## config.mk

```make
export PLATFORM = sky130hd
export DESIGN_NAME = lfsr_divchain
export DESIGN_NICKNAME = d
export VERILOG_FILES = /design/src/rtl/lfsr_divchain_pkg.sv /design/src/rtl/lfsr_reload_div.sv /design/src/rtl/postdiv_stage.sv /design/src/rtl/postdiv_seq.sv /design/src/rtl/lfsr_divchain.sv
export SDC_FILE = /design/constraint.sdc
export NUM_CORES = 1
export LEC_CHECK = 0
export ABC_AREA = 1
export CAP_MARGIN = 40
export CORE_ASPECT_RATIO = 0.6
export CORE_MARGIN = 4
export CORE_UTILIZATION = 45
export CTS_CLUSTER_SIZE = 20
export DETAILED_ROUTE_END_ITERATION = 8
export PLACE_DENSITY = 0.7
export SLEW_MARGIN = 20
export SYNTH_ARGS = -nofsm -noshare
export SYNTH_HDL_FRONTEND = slang
export SYNTH_HIERARCHICAL = 1
export SYNTH_SLANG_ARGS = --single-unit
```

## constraint.sdc

```tcl
create_clock -name clk -period 2.56 [get_ports clk]
set_clock_uncertainty 0.2 [all_clocks]
set_input_delay 0.64 -clock clk [delete_from_list [all_inputs] [get_ports clk]]
set_output_delay 0.64 -clock clk [all_outputs]
set_load 0.02 [all_outputs]
```

## src/rtl/lfsr_divchain_pkg.sv

```systemverilog
package lfsr_divchain_pkg;

  typedef enum logic [0:0] {
    SEQ_RUN  = 1'b0,
    SEQ_HOLD = 1'b1
  } seq_state_e;

  // Mask with the lowest bit of every stage field set.
  function automatic logic [31:0] stage_lsb_mask(input int stages, input int fw);
    logic [31:0] m;
    m = '0;
    for (int s = 0; s < stages; s++) begin
      m[s*fw] = 1'b1;
    end
    return m;
  endfunction

endpackage

```

## src/rtl/lfsr_reload_div.sv

```systemverilog
module lfsr_reload_div #(
  parameter int             W    = 6,
  parameter logic [W-1:0]   TAPS = 6'h30
) (
  input  logic         clk,
  input  logic         rst,
  input  logic         wr,
  input  logic [W-1:0] code,
  output logic         tick,
  output logic         clk_out
);

  localparam logic [W-1:0] END_STATE = '1;
  localparam logic [W-1:0] ZERO      = '0;

  logic [W-1:0] state_q;
  logic [W-1:0] reload_q;
  logic [W-1:0] step;
  logic         at_end;

  // Shift left, XNOR feedback; the all-zero state jumps to the end state.
  always_comb begin
    if (state_q == ZERO) begin
      step = END_STATE;
    end else begin
      step = {state_q[W-2:0], ~(^(state_q & TAPS))};
    end
  end

  assign at_end = (state_q == END_STATE);

  always_ff @(posedge clk) begin
    if (rst) begin
      state_q  <= END_STATE;
      reload_q <= END_STATE;
      tick     <= 1'b0;
      clk_out  <= 1'b0;
    end else begin
      if (wr) begin
        reload_q <= code;
      end
      if (at_end) begin
        state_q <= reload_q;
        clk_out <= ~clk_out;
      end else begin
        state_q <= step;
      end
      tick <= at_end;
    end
  end

endmodule

```

## src/rtl/postdiv_stage.sv

```systemverilog
module postdiv_stage #(
  parameter int DW = 4
) (
  input  logic          clk,
  input  logic          rst,
  input  logic          adv,
  input  logic [DW-1:0] div_in,
  output logic          wrap
);

  logic [DW-1:0] cnt_q;
  logic [DW-1:0] act_q;

  assign wrap = adv && ((cnt_q + DW'(1)) == act_q);

  always_ff @(posedge clk) begin
    if (rst) begin
      cnt_q <= '0;
      act_q <= DW'(1);
    end else if (wrap) begin
      cnt_q <= '0;
      act_q <= div_in;
    end else if (adv) begin
      cnt_q <= cnt_q + DW'(1);
    end
  end

endmodule

```

## src/rtl/postdiv_seq.sv

```systemverilog
module postdiv_seq
  import lfsr_divchain_pkg::*;
#(
  parameter int STAGES      = 2,
  parameter int FW          = 3,
  parameter int PREP_CYCLES = 256,
  localparam int CW         = STAGES * FW
) (
  input  logic          clk,
  input  logic          rst,
  input  logic          wr,
  input  logic [CW-1:0] ctrl_in,
  output logic [CW-1:0] ctrl_eff
);

  localparam int          PCW  = $clog2(PREP_CYCLES + 1);
  localparam logic [31:0] MASK32 = stage_lsb_mask(STAGES, FW);
  localparam logic [CW-1:0] MASK = MASK32[CW-1:0];

  seq_state_e      state_q;
  logic [CW-1:0]   final_q;
  logic [PCW-1:0]  hold_q;
  logic [STAGES-1:0] field_max;
  logic            needs_hold;

  for (genvar s = 0; s < STAGES; s++) begin : g_fld
    assign field_max[s] = (ctrl_in[s*FW +: FW] == '0);
  end

  assign needs_hold = |field_max;

  always_ff @(posedge clk) begin
    if (rst) begin
      state_q  <= SEQ_RUN;
      ctrl_eff <= '1;
      final_q  <= '1;
      hold_q   <= '0;
    end else if (wr) begin
      if (needs_hold) begin
        ctrl_eff <= ctrl_in | MASK;
        final_q  <= ctrl_in;
        hold_q   <= PCW'(PREP_CYCLES - 1);
        state_q  <= SEQ_HOLD;
      end else begin
        ctrl_eff <= ctrl_in;
        state_q  <= SEQ_RUN;
      end
    end else if (state_q == SEQ_HOLD) begin
      if (hold_q == '0) begin
        ctrl_eff <= final_q;
        state_q  <= SEQ_RUN;
      end else begin
        hold_q <= hold_q - PCW'(1);
      end
    end
  end

endmodule

```

## src/rtl/lfsr_divchain.sv

```systemverilog
module lfsr_divchain #(
  parameter int                REF_W       = 6,
  parameter logic [REF_W-1:0]  REF_TAPS    = 6'h30,
  parameter int                FB_W        = 8,
  parameter logic [FB_W-1:0]   FB_TAPS     = 8'h8E,
  parameter int                POST_STAGES = 2,
  parameter int                POST_FW     = 3,
  parameter int                PREP_CYCLES = 256
) (
  input  logic                           clk,
  input  logic                           rst,
  input  logic                           ref_wr,
  input  logic [REF_W-1:0]               ref_code,
  input  logic                           fb_wr,
  input  logic [FB_W-1:0]                fb_code,
  input  logic                           post_wr,
  input  logic [POST_STAGES*POST_FW-1:0] post_ctrl,
  output logic                           ref_tick,
  output logic                           ref_clk,
  output logic                           fb_tick,
  output logic                           fb_clk,
  output logic                           post_tick
);

  localparam int CW = POST_STAGES * POST_FW;
  localparam int DW = POST_FW + 1;
  localparam logic [DW-1:0] FIELD_SPAN = DW'(2 ** POST_FW);

  lfsr_reload_div #(.W(REF_W), .TAPS(REF_TAPS)) u_ref (
    .clk     (clk),
    .rst     (rst),
    .wr      (ref_wr),
    .code    (ref_code),
    .tick    (ref_tick),
    .clk_out (ref_clk)
  );

  lfsr_reload_div #(.W(FB_W), .TAPS(FB_TAPS)) u_fb (
    .clk     (clk),
    .rst     (rst),
    .wr      (fb_wr),
    .code    (fb_code),
    .tick    (fb_tick),
    .clk_out (fb_clk)
  );

  logic [CW-1:0]          ctrl_eff;
  logic [POST_STAGES:0]   adv;

  postdiv_seq #(
    .STAGES      (POST_STAGES),
    .FW          (POST_FW),
    .PREP_CYCLES (PREP_CYCLES)
  ) u_seq (
    .clk      (clk),
    .rst      (rst),
    .wr       (post_wr),
    .ctrl_in  (post_ctrl),
    .ctrl_eff (ctrl_eff)
  );

  assign adv[0] = 1'b1;

  for (genvar s = 0; s < POST_STAGES; s++) begin : g_post
    logic [DW-1:0] div_s;
    assign div_s = FIELD_SPAN - {1'b0, ctrl_eff[s*POST_FW +: POST_FW]};

    postdiv_stage #(.DW(DW)) u_stage (
      .clk    (clk),
      .rst    (rst),
      .adv    (adv[s]),
      .div_in (div_s),
      .wrap   (adv[s+1])
    );
  end

  always_ff @(posedge clk) begin
    if (rst) begin
      post_tick <= 1'b0;
    end else begin
      post_tick <= adv[POST_STAGES];
    end
  end

endmodule

```

==> impl_metrics.json <==
{
  "status": "completed",
  "core_um2": 7950,
  "fp.dieH_um": 78.2,
  "cts.sinks": 71,
  "dieWidth_um": 125,
  "vdd_drop_max_v": 0.000465,
  "finalCriticalPeriod_ps": 2370,
  "cp-start-kind": "flop",
  "clkTransAtPathRegs_ps": 60,
  "slew_violations": 0,
  "clkPwrFrac": 0.288,
  "grt_start_max_net_pins": 16,
  "whs_ps": 248,
  "dp_hpwl_um": 5860,
  "synthTopCellsByCount": "nand2_1, dfxtp_1, inv_1, nand3_1, nor2_1",
  "synthArstFlopShare": 0,
  "cts_made_buffers": 9,
  "synth_most_common_cell": "nand2_1",
  "grt_pass1_vias": 3033,
  "htreeDepth": 3,
  "grt_antenna_before_repair": 0,
  "clk_path_buf_depth": 2,
  "tns_ps": 0,
  "cap_violations": 0,
  "synthCells": 520,
  "viasPerCell": 4.86,
  "yosys.area_share.simple": 0.413,
  "ys_ff_latch": 71,
  "synth_area_per_cell_um2": 7.11,
  "synth_top_family_by_area": "simple AND/OR/NAND/NOR gates",
  "grt_pass1_wl_um": 13900,
  "die_area_um2": 9770,
  "switchingPower_mw": 1.57,
  "worstSkewPairLatency_ps": 330,
  "grt_overflow_total": 0,
  "crit_type": "flop to flop",
  "synth_top_area_frac": 0.385,
  "switching_share": 0.365,
  "synth.area.mux_share": 0.00542,
  "syn_to_final_growth_pct": 20.0,
  "drive_gt1_frac": 0.147,
  "setup_viol": 0,
  "hold_path_class": "flop to flop",
  "cts.root.buffer_cell": "clkbuf_16",
  "drc": 0,
  "synth.cell_area_um2": 3690,
  "numPortBuffers": 29,
  "post-route-period-util": 0.927,
  "initial_core_util": 0.465,
  "nets": 595,
  "synth_area_leader_cell": "dfxtp_1",
  "io_pins": 30,
  "synth-xor-area-share": 0.00711,
  "finalHoldViolCount": 0,
  "ant_nets": 0,
  "first_pass_iters": 6,
  "synth_adder_area_share": 0.0305,
  "synthFlopType": "dfxtp_1",
  "finalInstanceArea_um2": 4430,
  "synth-edff-count": 0,
  "drt-total-wl_um": 7930,
  "rsz0062_at_grt": "no",
  "cts_tree": "yes",
  "synthTopCellsByArea": "dfxtp_1, nand2_1, nand3_1",
  "p_seq_frac": 0.347,
  "worstPathRequired_ps": 2580,
  "max_freq_mhz": 421,
  "worstSetupEndpointType": "flop",
  "vias": 3271,
  "drtIter0Drc": 224,
  "row_count": 25,
  "yosysWarnings": 6,
  "grt_usage": 0.171,
  "arrival_ps": 2390,
  "crit_fanout": 8,
  "power.density_nw_per_um2": 973,
  "post_drt_wl_per_cell_um": 11.8,
  "yosysUniqueCellTypes": 36,
  "leakagePower_nw": 2.14,
  "postPlaceCellArea_um2": 4110,
  "hold_buffers": 0,
  "gp_congestion": 0.827,
  "comb_power_share": 0.364,
  "synth-compound-area-share": 0.0596,
  "diodes": 0,
  "yosysSeqAreaShare": 0.385,
  "p_int_mw": 2.74
}
## final timing paths
path,start,endpoint,slack [ps],cells after the start
hold reg to reg,u_seq/hold_q[8]$_SDFFE_PP0P_,u_seq/hold_q[8]$_SDFFE_PP0P_,250,2
setup reg to reg,g_post[0].u_stage/cnt_q[1]$_SDFFE_PP0P_,g_post[1].u_stage/cnt_q[0]$_SDFFE_PP0P_,190,15
setup / recovery,g_post[0].u_stage/cnt_q[1]$_SDFFE_PP0P_,g_post[1].u_stage/cnt_q[0]$_SDFFE_PP0P_,190,15
hold / removal,u_seq/hold_q[8]$_SDFFE_PP0P_,u_seq/hold_q[8]$_SDFFE_PP0P_,250,2
## area by class of cell
class,instances,area (µm²)
Clock buffer,12,256
Clock inverter,3,42.5
Fill cell,755,3510
Inverter,82,310
Multi-Input combinational cell,362,1930
Sequential cell,71,1420
Tap cell,108,135
Timing Repair Buffer,35,335
## flip-flops by register name (all words and copies together) (netlist names)
name                  flops
u_seq/state_q             1
u_ref/state_q             6
g_post.u_stage/act_q      8
u_ref/tick                1
g_post.u_stage/cnt_q      8
u_fb/reload_q             8
u_fb/state_q              8
u_ref/clk_out             1
u_seq/final_q             6
u_ref/reload_q            6
post_tick                 1
u_fb/tick                 1
u_fb/clk_out              1
u_seq/hold_q              9
u_seq/ctrl_eff            6
## timing repair
item / 4_1_cts / 5_1_grt
setup buffers: 0 / 2
resized for setup: 0 / 4
setup endpoints to repair: 0 / 9
## critical path, cell delays in order, from the launching register on
cell and delay, ps:
dfxtp_1 440, ha_4 240, inv_2 50, nor2_1 30
nor2_1 120, nand3_2 140, nor2_8 180, nand2_4 70
inv_2 90, inv_2 60, nor2_2 110, nand3_2 130
nor2_8 190, nand2_4 70, nand2_2 90, nor2_1 50
## cells by family (layout without fill, tap and decap cells)
group,after synthesis,count (layout)
mux,2,2
xor+xnor,3,3
buf+inv,89,132
simple gates,306,306
fa+ha+maj,9,9
flops,71,71
other cells,1,3
compound gates,39,39
## stage by stage
step | cells | setup WS (ps) | total power [mW] | util
after detailed placement | 656 | 115 | 3.03 | 0.517
after global routing | 673 | 14.4 | 4.65 | 0.558
after global placement | 656 | 210 | 2.97 | 0.517
after floorplan | 522 | 320 | 2.67 | -
after CTS | 671 | 98.0 | 4.30 | 0.554
final | 673 | 187 | 4.31 | 0.558
## placed cells by master (no fill, tap or decap), types with 7 or more instances in the layout
cell / count
nand2_4: 7
nand3_1: 67
clkdlybuf4s50_1: 29
nor2_1: 67
inv_1: 65
nand2_2: 11
a21oi_1: 20
o21ai_0: 13
dfxtp_1: 70
nand2_1: 125
ha_1: 8
inv_2: 16
clkbuf_16: 9
## power groups by stage
stage	Sequential, mW	Clock [mW]	Combinational, mW
after CTS	1.49	1.28	1.52
after global placement	1.50	0	1.47
after detailed placement	1.51	0	1.51
after floorplan	1.50	0	1.17
after global routing	1.53	1.33	1.78
final	1.50	1.24	1.57
## per-layer routing
layer | global-route usage | wire length [µm] | share of wire
met4 | 0.0595 | 89 | 0.011
met1 | 0.239 | 4040 | 0.51
met5 | 0 | 0 | 0
met2 | 0.253 | 3340 | 0.42
met3 | 0.0489 | 460 | 0.058
(Power assumes the default switching activity.)
